--- src/rtl/gapseq_pkg.sv ---
package gapseq_pkg;

    typedef enum logic [2:0] {
        SQ_IDLE,
        SQ_GAP,
        SQ_SYNCW,
        SQ_SYNCO,
        SQ_BODY,
        SQ_TAIL,
        SQ_DONE
    } seq_state_e;

    // zero words after a checksum, zero words before a sync, write delay
    localparam int POST_WORDS = 4;
    localparam int PRE_WORDS  = 5;
    localparam int LEAD_WORDS = 1;

    localparam logic [1:0] FLD_HDR = 2'd0;
    localparam logic [1:0] FLD_LBL = 2'd1;
    localparam logic [1:0] FLD_DAT = 2'd2;

    typedef struct packed {
        logic rd;
        logic wr;
        logic zero;
        logic sync;
    } gate_t;

    function automatic logic field_writes(input logic [2:0] m, input logic [1:0] f);
        case (f)
            FLD_HDR: return m[0];
            FLD_LBL: return m[1];
            default: return m[2];
        endcase
    endfunction

    function automatic int max3(input int a, input int b, input int c);
        int r;
        r = (a > b) ? a : b;
        return (r > c) ? r : c;
    endfunction

endpackage

--- src/rtl/gapseq_word_timer.sv ---
module gapseq_word_timer #(
    parameter int CLKS = 480,
    parameter int WW   = 9,
    localparam int CW  = $clog2(CLKS)
) (
    input  logic          clk,
    input  logic          rst,
    input  logic          clr,
    input  logic          en,
    output logic [WW-1:0] word,
    output logic [CW-1:0] phase,
    output logic          word_end
);

    assign word_end = (phase == CW'(CLKS - 1));

    always_ff @(posedge clk) begin
        if (rst || clr) begin
            phase <= '0;
            word  <= '0;
        end else if (en) begin
            if (word_end) begin
                phase <= '0;
                word  <= word + 1'b1;
            end else begin
                phase <= phase + 1'b1;
            end
        end
    end

endmodule

--- src/rtl/gapseq_sync_watch.sv ---
module gapseq_sync_watch #(
    parameter int TMO = 5760,
    localparam int TW = $clog2(TMO + 1)
) (
    input  logic clk,
    input  logic rst,
    input  logic clr,
    input  logic en,
    output logic expire
);

    logic [TW-1:0] cnt;

    assign expire = en && (cnt == TW'(TMO - 1));

    always_ff @(posedge clk) begin
        if (rst || clr)
            cnt <= '0;
        else if (en && !expire)
            cnt <= cnt + 1'b1;
    end

endmodule

--- src/rtl/sector_gap_seq.sv ---
module sector_gap_seq
    import gapseq_pkg::*;
#(
    parameter int WORD_CLKS = 480,
    parameter int HDR_WORDS = 2,
    parameter int LBL_WORDS = 8,
    parameter int DAT_WORDS = 256,
    parameter int SYNC_TMO  = 5760
) (
    input  logic       clk,
    input  logic       rst,
    input  logic       start,
    input  logic [2:0] mode,
    input  logic       sync_seen,
    output logic       read_gate,
    output logic       write_gate,
    output logic       zero_fill,
    output logic       sync_req,
    output logic       mem_trig,
    output logic       mem_write,
    output logic [1:0] field_sel,
    output logic       busy,
    output logic       done,
    output logic       sync_err
);

    localparam int GAP_WORDS = POST_WORDS + PRE_WORDS;
    localparam int GAP_END   = LEAD_WORDS + GAP_WORDS - 1;
    localparam int MAXW      = max3(max3(HDR_WORDS, LBL_WORDS, DAT_WORDS), GAP_END + 1, POST_WORDS);
    localparam int WW        = $clog2(MAXW + 1);
    localparam int CW        = $clog2(WORD_CLKS);
    // read re-enable point: middle of the zero gap
    localparam int RE_WORD   = (GAP_WORDS % 2 == 1) ? GAP_WORDS / 2 : GAP_WORDS / 2 - 1;
    localparam int RE_CLK    = (GAP_WORDS % 2 == 1) ? WORD_CLKS / 2 - 1 : WORD_CLKS - 1;

    localparam logic [WW-1:0] W_GAP_END = WW'(GAP_END);
    localparam logic [WW-1:0] W_RE      = WW'(RE_WORD);
    localparam logic [WW-1:0] W_POST    = WW'(POST_WORDS);
    localparam logic [WW-1:0] W_LEAD    = WW'(LEAD_WORDS);
    localparam logic [CW-1:0] C_RE      = CW'(RE_CLK);

    seq_state_e    st, nxt;
    logic [2:0]    mode_q;
    logic [1:0]    fld;
    logic          prev_wr, cur_wr, err_q;
    logic          tclr, wclr, t_en;
    logic [WW-1:0] word, last_word;
    logic [CW-1:0] phase;
    logic          word_end, expire;
    gate_t         g;

    assign cur_wr = field_writes(mode_q, fld);
    assign t_en   = (st == SQ_GAP) || (st == SQ_BODY) || (st == SQ_TAIL);

    always_comb begin
        case (fld)
            FLD_HDR: last_word = WW'(HDR_WORDS - 1);
            FLD_LBL: last_word = WW'(LBL_WORDS - 1);
            default: last_word = WW'(DAT_WORDS - 1);
        endcase
    end

    gapseq_word_timer #(.CLKS(WORD_CLKS), .WW(WW)) timer_i (
        .clk(clk), .rst(rst), .clr(tclr), .en(t_en),
        .word(word), .phase(phase), .word_end(word_end)
    );

    gapseq_sync_watch #(.TMO(SYNC_TMO)) watch_i (
        .clk(clk), .rst(rst), .clr(wclr), .en(st == SQ_SYNCW), .expire(expire)
    );

    // next-state and counter clears
    always_comb begin
        nxt  = st;
        tclr = 1'b0;
        wclr = 1'b0;
        unique case (st)
            SQ_IDLE: if (start) begin nxt = SQ_GAP; tclr = 1'b1; end
            SQ_GAP: begin
                if (cur_wr) begin
                    if (word == W_GAP_END && word_end) nxt = SQ_SYNCO;
                end else if (word == W_RE && phase == C_RE) begin
                    nxt  = SQ_SYNCW;
                    wclr = 1'b1;
                end
            end
            SQ_SYNCW: begin
                if (sync_seen) begin nxt = SQ_BODY; tclr = 1'b1; end
                else if (expire) nxt = SQ_IDLE;
            end
            SQ_SYNCO: begin nxt = SQ_BODY; tclr = 1'b1; end
            SQ_BODY: begin
                if (word_end && word == last_word) begin
                    tclr = 1'b1;
                    if (fld == FLD_DAT) nxt = cur_wr ? SQ_TAIL : SQ_DONE;
                    else                nxt = SQ_GAP;
                end
            end
            SQ_TAIL: if (word_end && word == W_POST - 1'b1) nxt = SQ_DONE;
            SQ_DONE: nxt = SQ_IDLE;
            default: nxt = SQ_IDLE;
        endcase
    end

    always_ff @(posedge clk) begin
        if (rst) begin
            st      <= SQ_IDLE;
            mode_q  <= '0;
            fld     <= FLD_HDR;
            prev_wr <= 1'b0;
            err_q   <= 1'b0;
        end else begin
            st <= nxt;
            if (st == SQ_IDLE && start) begin
                mode_q  <= mode;
                fld     <= FLD_HDR;
                prev_wr <= 1'b0;
                err_q   <= 1'b0;
            end
            if (st == SQ_BODY && nxt == SQ_GAP) begin
                fld     <= fld + 1'b1;
                prev_wr <= cur_wr;
            end
            if (st == SQ_SYNCW && expire && !sync_seen)
                err_q <= 1'b1;
        end
    end

    // gate decode
    always_comb begin
        g = '0;
        unique case (st)
            SQ_GAP: begin
                g.wr   = (prev_wr && word < W_POST) || (cur_wr && word >= W_LEAD);
                g.zero = g.wr;
            end
            SQ_SYNCW: g.rd = 1'b1;
            SQ_SYNCO: begin g.wr = 1'b1; g.sync = 1'b1; end
            SQ_BODY:  begin g.rd = !cur_wr; g.wr = cur_wr; end
            SQ_TAIL:  begin g.wr = 1'b1; g.zero = 1'b1; end
            default: ;
        endcase
    end

    assign read_gate  = g.rd;
    assign write_gate = g.wr;
    assign zero_fill  = g.zero;
    assign sync_req   = g.sync;
    assign mem_trig   = (st == SQ_BODY) && word_end;
    assign mem_write  = cur_wr && busy;
    assign field_sel  = fld;
    assign busy       = (st != SQ_IDLE);
    assign done       = (st == SQ_DONE);
    assign sync_err   = err_q;


    gate_excl_chk: assert property (@(posedge clk) disable iff (rst)
        !(read_gate && write_gate));


    trig_pulse_chk: assert property (@(posedge clk) disable iff (rst)
        mem_trig |=> !mem_trig);


    done_pulse_chk: assert property (@(posedge clk) disable iff (rst)
        done |=> !done);


    sync_gate_chk: assert property (@(posedge clk) disable iff (rst)
        sync_req |=> (write_gate && !sync_req));


    err_quiet_chk: assert property (@(posedge clk) disable iff (rst)
        $rose(sync_err) |-> (!read_gate && !write_gate && !done));

endmodule

--- config.mk ---
export PLATFORM = sky130hd
export DESIGN_NAME = sector_gap_seq
export DESIGN_NICKNAME = d
export VERILOG_FILES = /design/src/rtl/gapseq_pkg.sv /design/src/rtl/gapseq_word_timer.sv /design/src/rtl/gapseq_sync_watch.sv /design/src/rtl/sector_gap_seq.sv
export SDC_FILE = /design/constraint.sdc
export NUM_CORES = 1
export LEC_CHECK = 0
export ABC_AREA = 1
export BUFFER_PORTS_ARGS = -buffer_cell sky130_fd_sc_hd__clkbuf_2
export CORE_UTILIZATION = 55
export DETAILED_ROUTE_END_ITERATION = 10
export PLACE_DENSITY = 0.8
export RECOVER_POWER = 25
export SLEW_MARGIN = 25
export SYNTH_ARGS = -nofsm -noshare
export SYNTH_HDL_FRONTEND = slang
export SYNTH_HIERARCHICAL = 1
export SYNTH_SLANG_ARGS = --single-unit
export TNS_END_PERCENT = 5
--- constraint.sdc ---
create_clock -name clk -period 4.65 [get_ports clk]
set_input_delay 0.93 -clock clk [delete_from_list [all_inputs] [get_ports clk]]
set_output_delay 0.93 -clock clk [all_outputs]
set_load 0.05 [all_outputs]
== Word level (Yosys, flattened, before mapping) ==
Cells that the tools add are included.
Operators by class
  equality and inequality tests: 16
  multiplexer cells: 30
  reduce and logical (&&, ||, !) cells: 29
  add/subtract/negate cells: 4
  $lt $le $gt $ge: 2
Operator list (number)
  3-bit two-way mux: 9
  9-bit by 1-bit adder with 9-bit output, second input constant: 2
  3-bit case mux with 6 select lines: 1
  8-bit case mux with 2 select lines: 1
  1-bit logical AND: 14
  13-bit by 1-bit adder with 13-bit output, second input constant: 1
  13-bit equality test, second input constant: 1
  1-bit two-way mux: 10
  3-bit equality test, second input constant: 3
  9-bit by 2-bit equality test with 1-bit output, second input constant: 1
  9-bit by 3-bit equality test with 1-bit output, second input constant: 1
  9-bit by 4-bit equality test with 1-bit output, second input constant: 1
  9-bit by 8-bit equality test with 1-bit output, second input constant: 1
  9-bit equality test: 1
  9-bit equality test, second input constant: 1
  9-bit by 1-bit greater-or-equal comparator with 1-bit output, second input constant: 1
  9-bit by 3-bit less-than comparator with 1-bit output, second input constant: 1
  9-bit two-way mux: 1
  3-bit by 1-bit equality test with 1-bit output, second input constant: 2
  3-bit by 2-bit equality test with 1-bit output, second input constant: 2
  2-bit two-way mux: 3
  1-bit case mux with 2 select lines: 3
  1-bit logical OR: 5
  1-bit case mux with 4 select lines: 1
  other kinds (11): 14
Word-level totals
  register bits after elaboration: 41
  logic and storage cells: 89

== Depth between registers and ports, before layout ==
  depth in word-level cells: 9
  gate-level depth with buffers: 16
  depth with buffers taken out: 16

== Hierarchy ==
The synthesis kept the hierarchy.
Modules (own cells, without submodules)
  sector_gap_seq: seq. area each 200.2 µm², area each 940.9 µm², cells each 167, times used 1
  gapseq_word_timer: seq. area each 360.3 µm², area each 925.9 µm², cells each 136, times used 1
  gapseq_sync_watch: seq. area each 260.2 µm², area each 719.4 µm², cells each 113, times used 1

== Worst setup path after synthesis ==
Ideal clock, no wire load.
  path kind: register -> output
  start point: reg fld[0] (netlist: field_sel[0])
  end point: out read_gate
  arrival time: 2.390 ns
  path buffers: 0
  cell stages (with the launch flop): 6
  path slack: 1.330 ns
  required time: 3.720 ns
  cells stage by stage: dfxtp_1 -> inv_1 -> ha_1 -> nand2_1 -> nand3_2 -> o21ai_0
Between the ends
  longest elaborated chain between the ends: 4
  elaborated cells between the ends (all ways): 5
  classes of those cells: 1 x eq/ne; 2 x mux; 2 x reduce/logical
Ends and longest elaborated chain
  start: declaration: line sector_gap_seq.sv:44  | logic [1:0] fld;
  start signal: assignment: line sector_gap_seq.sv:121  | fld <= fld + 1'b1;
  2-bit by 1-bit equality test with 1-bit output or 2-bit zero test (tied branches): line gapseq_pkg.sv:30  | case (f)
  1-bit case mux with 2 select lines (*): line gapseq_pkg.sv:30
  1-bit zero test (*): line sector_gap_seq.sv:139  | SQ_BODY: begin g.rd = !cur_wr; g.wr = cur_wr; end
  1-bit case mux with 2 select lines (*): line sector_gap_seq.sv:132  | unique case (st)
  end: declaration: line sector_gap_seq.sv:15  | output logic read_gate,
Mark *: on every way between the ends. The rest lies on a longest branch, timed or not.

== Worst setup path after layout ==
  start point: reg fld[0] (netlist: field_sel[0])
  end point: out write_gate
Between the ends
  longest elaborated chain between the ends: 5
  elaborated cells between the ends (all ways): 6
  classes of those cells: 1 x eq/ne; 2 x mux; 3 x reduce/logical
Ends and longest elaborated chain
  2-bit by 1-bit equality test with 1-bit output or 2-bit zero test (tied branches): line gapseq_pkg.sv:30
  1-bit case mux with 2 select lines (*): line gapseq_pkg.sv:30
  1-bit logical AND: line sector_gap_seq.sv:134  | g.wr = (prev_wr && word < W_POST) || (cur_wr && word >= W_LEAD);
  1-bit logical OR: line sector_gap_seq.sv:134
  1-bit case mux with 3 select lines (*): line sector_gap_seq.sv:132
  end: declaration: line sector_gap_seq.sv:16  | output logic write_gate,
Marked as above.

==> results.json <==
{
  "status": "completed",
  "core_sq_um": 4440,
  "cts_tree": "done",
  "fillers": 430,
  "use_met2_pct": 39.9,
  "yosysWarnings": 6,
  "use_met3_pct": 5.70,
  "max_cap_violations": 0,
  "crit_slowest_cell": "dfxtp_1",
  "drt_iter0_drc": 192,
  "cp-start-kind": "flip-flop",
  "die_w_microns": 70.6,
  "fmax_ghz": 0.331,
  "grt_pass1_wl_microns": 9660,
  "hold_path.class": "flip-flop to flip-flop",
  "vias": 2511,
  "synthMuxAreaShare_pct": 0,
  "holdPathStages": 2,
  "area_delta_synth_final_pct": 6.87,
  "cp_common_cell": "nand2_1",
  "slowest_delay_ns": 0.38,
  "numCtsBuffers": 5,
  "grt_pass1_vias": 2292,
  "yosys.area_share.xor_xnor_pct": 1.02,
  "period_share_pct": 65.1,
  "wl_per_cell_microns": 11.3,
  "synthAdderAreaFrac_pct": 3.39,
  "clk-insertion-delay-late_ns": 0.30,
  "ir_drop_mv": 0.145,
  "worstRegToRegCells": 15,
  "dr.pass1.iters": 4,
  "dp_cells": 481,
  "cts-root-buf": "clkbuf_8",
  "avgSynthCellArea_sq_um": 6.22,
  "ctsResizeCount": 0,
  "worst_slew_pin_slew_ns": 0.875,
  "h-tree-depth": 2,
  "synth_simple_gate_area_share_pct": 44.8,
  "path_class": "flip-flop to output port",
  "yosys_register_bits": 41,
  "route.detailed.drc": 0,
  "postRouteAntennaNets": 0,
  "place_hpwl_microns": 4110,
  "layout.nets": 450,
  "grt-busiest-layer": "met2",
  "worst_setup_path_end_kind": "output port",
  "worst_slack_ns": 1.62,
  "routed_via_density": 5.15,
  "die_y_microns": 70.6,
  "p_leak_nw": 1.12,
  "path_cells": "inv_1 > ha_1 > nor2_1 > nand2_1 > nand3_2 > inv_1 > o21ai_0 > nand2_1 > nand2_1 > clkbuf_2",
  "worstPathMaxFanout": 7,
  "clock_path_buffers": 2,
  "drive_gt1_share_pct": 10.3,
  "placed_area_sq_um": 2700,
  "grtUsageMet1_pct": 30.5,
  "die_area_sq_um": 4980,
  "p_per_area_nw_per_um2": 233,
  "rows": 24,
  "io_buffers": 17,
  "cts_setup_buffers": 0,
  "grt_max_degree": 14,
  "initial_core_util_pct": 58.2,
  "grt_use_total_pct": 23.9,
  "fin_crit_ns": 3.03,
  "clk_pin_slew_worst_paths_ns": 0.08,
  "grt_overflow": 0,
  "ys_types": 31,
  "syn_area_sq_um": 2590,
  "fin_cells": 488,
  "finalMaxSlewViolations": 0,
  "relSlewSlack_pct": 41.4,
  "syn_nets": 430,
  "synth_top_family_by_area": "simple AND/OR/NAND/NOR gates",
  "netlist_instances": 416,
  "ff2ff_setup_slack_ns": 2.03,
  "setup_viol_count_final": 0,
  "io_pins": 18,
  "final-hold-violation-count": 0,
  "fin_area_sq_um": 2760,
  "seq_area_frac_synth_pct": 31.7,
  "critPathArrivalTime_ns": 2.10,
  "pre_cts_ws_ns": 1.97,
  "gp_congestion": 0.862,
  "finalClockSkew_ns": 0.00732,
  "tns_ns": 0,
  "cts_hold_buf": 0,
  "wl_microns": 5530,
  "clock-sinks": 41,
  "num_antenna_cells": 0,
  "cp_data_required_time_ns": 3.72,
  "antenna_found_initial": 0,
  "rsz0062_at_grt": "no",
  "synth_compound_area_share_pct": 8.32
}
==> Yosys cell counts <==
cell type | n | area (sq um)
nand2_2 | 2 | 12.5
nor3_4 | 2 | 32.5
nand3b_1 | 1 | 7.51
nand3_1 | 36 | 180
buf_1 | 1 | 3.75
and2_1 | 1 | 6.26
inv_2 | 4 | 15.0
nor3_1 | 7 | 35.0
inv_1 | 58 | 218
nand2_1 | 98 | 368
ha_1 | 7 | 87.6
a21oi_1 | 24 | 120
buf_6 | 2 | 22.5
dfxtp_1 | 41 | 821
nand2_4 | 2 | 22.5
nor2_2 | 12 | 75.1
nor2_1 | 80 | 300
xor2_1 | 3 | 26.3
or2_0 | 1 | 6.26
o21bai_1 | 2 | 15.0
nand4_1 | 7 | 43.8
a21o_1 | 1 | 7.51
o21ai_0 | 11 | 55.1
inv_4 | 2 | 12.5
a211oi_1 | 1 | 7.51
nor3_2 | 1 | 10.0
clkbuf_4 | 1 | 7.51
nor2_4 | 1 | 11.3
nand3_2 | 4 | 40.0
or2_2 | 1 | 6.26
o21ai_1 | 2 | 10.0
==> area by class of cell <==
| cell class | count | area (sq um) | area share (%) |
|---|---|---|---|
| Clock buffer | 6 | 82.6 | 2.99 |
| Inverter | 64 | 244 | 8.83 |
| Sequential cell | 41 | 821 | 29.7 |
| Multi-Input combinational cell | 307 | 1460 | 53.0 |
| Timing Repair Buffer | 17 | 80.1 | 2.90 |
| Clock inverter | 1 | 7.51 | 0.272 |
| Tap cell | 52 | 65.1 | 2.35 |
==> where the power goes <==
part / internal [mW] / switching (mW) / total, mW
clock: 0.117 / 0.123 / 0.240
combinational: 0.0127 / 0.0332 / 0.0459
sequential: 0.354 / 0.00371 / 0.358
total: 0.484 / 0.160 / 0.644
==> placed cells by master (no fill, tap or decap), types with 2 or more instances in the layout <==
master | Yosys | layout
clkbuf_1 | 0 | 4
xor2_1 | 3 | 3
nand4_1 | 7 | 7
inv_2 | 4 | 4
o21bai_1 | 2 | 2
o21ai_1 | 2 | 2
nor3_4 | 2 | 2
nand3_1 | 36 | 37
nor2_1 | 80 | 84
a21oi_1 | 24 | 24
nand3_2 | 4 | 3
nand2_2 | 2 | 2
dfxtp_1 | 41 | 41
inv_1 | 58 | 58
clkbuf_8 | 0 | 6
nor3_1 | 7 | 7
nor2_2 | 12 | 8
nand2_1 | 98 | 99
ha_1 | 7 | 7
clkbuf_2 | 0 | 13
o21ai_0 | 11 | 11
==> critical path, delay by kind of cell, from the launching register on <==
family | cells | cell delay (ns)
buffers and inverters | 3 | 0.46
AO/OA/AOI/OAI | 1 | 0.17
adder cells (fa/ha/maj) | 1 | 0.24
AND/OR/NAND/NOR | 5 | 0.55
flip-flops | 1 | 0.38
==> worst paths after layout <==
check	from	endpoint
setup / recovery	field_sel[0]	write_gate
hold / removal	sync_err	sync_err
setup reg to reg	timer_i/phase[0]	field_sel[0]
hold reg to reg	sync_err	sync_err
==> sequential cells by signal, indices dropped and copies added, names as in the netlist <==
signal and count:
field_sel 2, mode_q 3, prev_wr 1, st 3, sync_err 1, timer_i/phase 9, timer_i/word 9, watch_i/cnt 13
==> logic make-up (layout without fill, tap and decap cells) <==
logic type | count (synthesis) | after routing
AOI/OAI and AO/OA | 41 | 41
buffers and inverters | 68 | 88
and+or+nand+nor | 256 | 256
DFF | 41 | 41
xor gates and xnor gates | 3 | 3
adders and majority gates | 7 | 7
==> per-stage QoR <==
stage | hold slack, ns | utilization [%] | power (mW)
floorplan | 0.441 | - | 0.402
global placement | 0.452 | 60.8 | 0.412
detailed placement | 0.462 | 60.8 | 0.413
CTS | 0.473 | 62.8 | 0.652
global route | 0.499 | 62.2 | 0.669
finish | 0.465 | 62.2 | 0.644
==> layer usage <==
layer  wire length, microns  part of all wire [%]
met5                      0                     0
met4                     79                   1.4
met3                    279                   5.0
met2                   2570                    46
met1                   2600                    47
(Power assumes the default switching activity.)
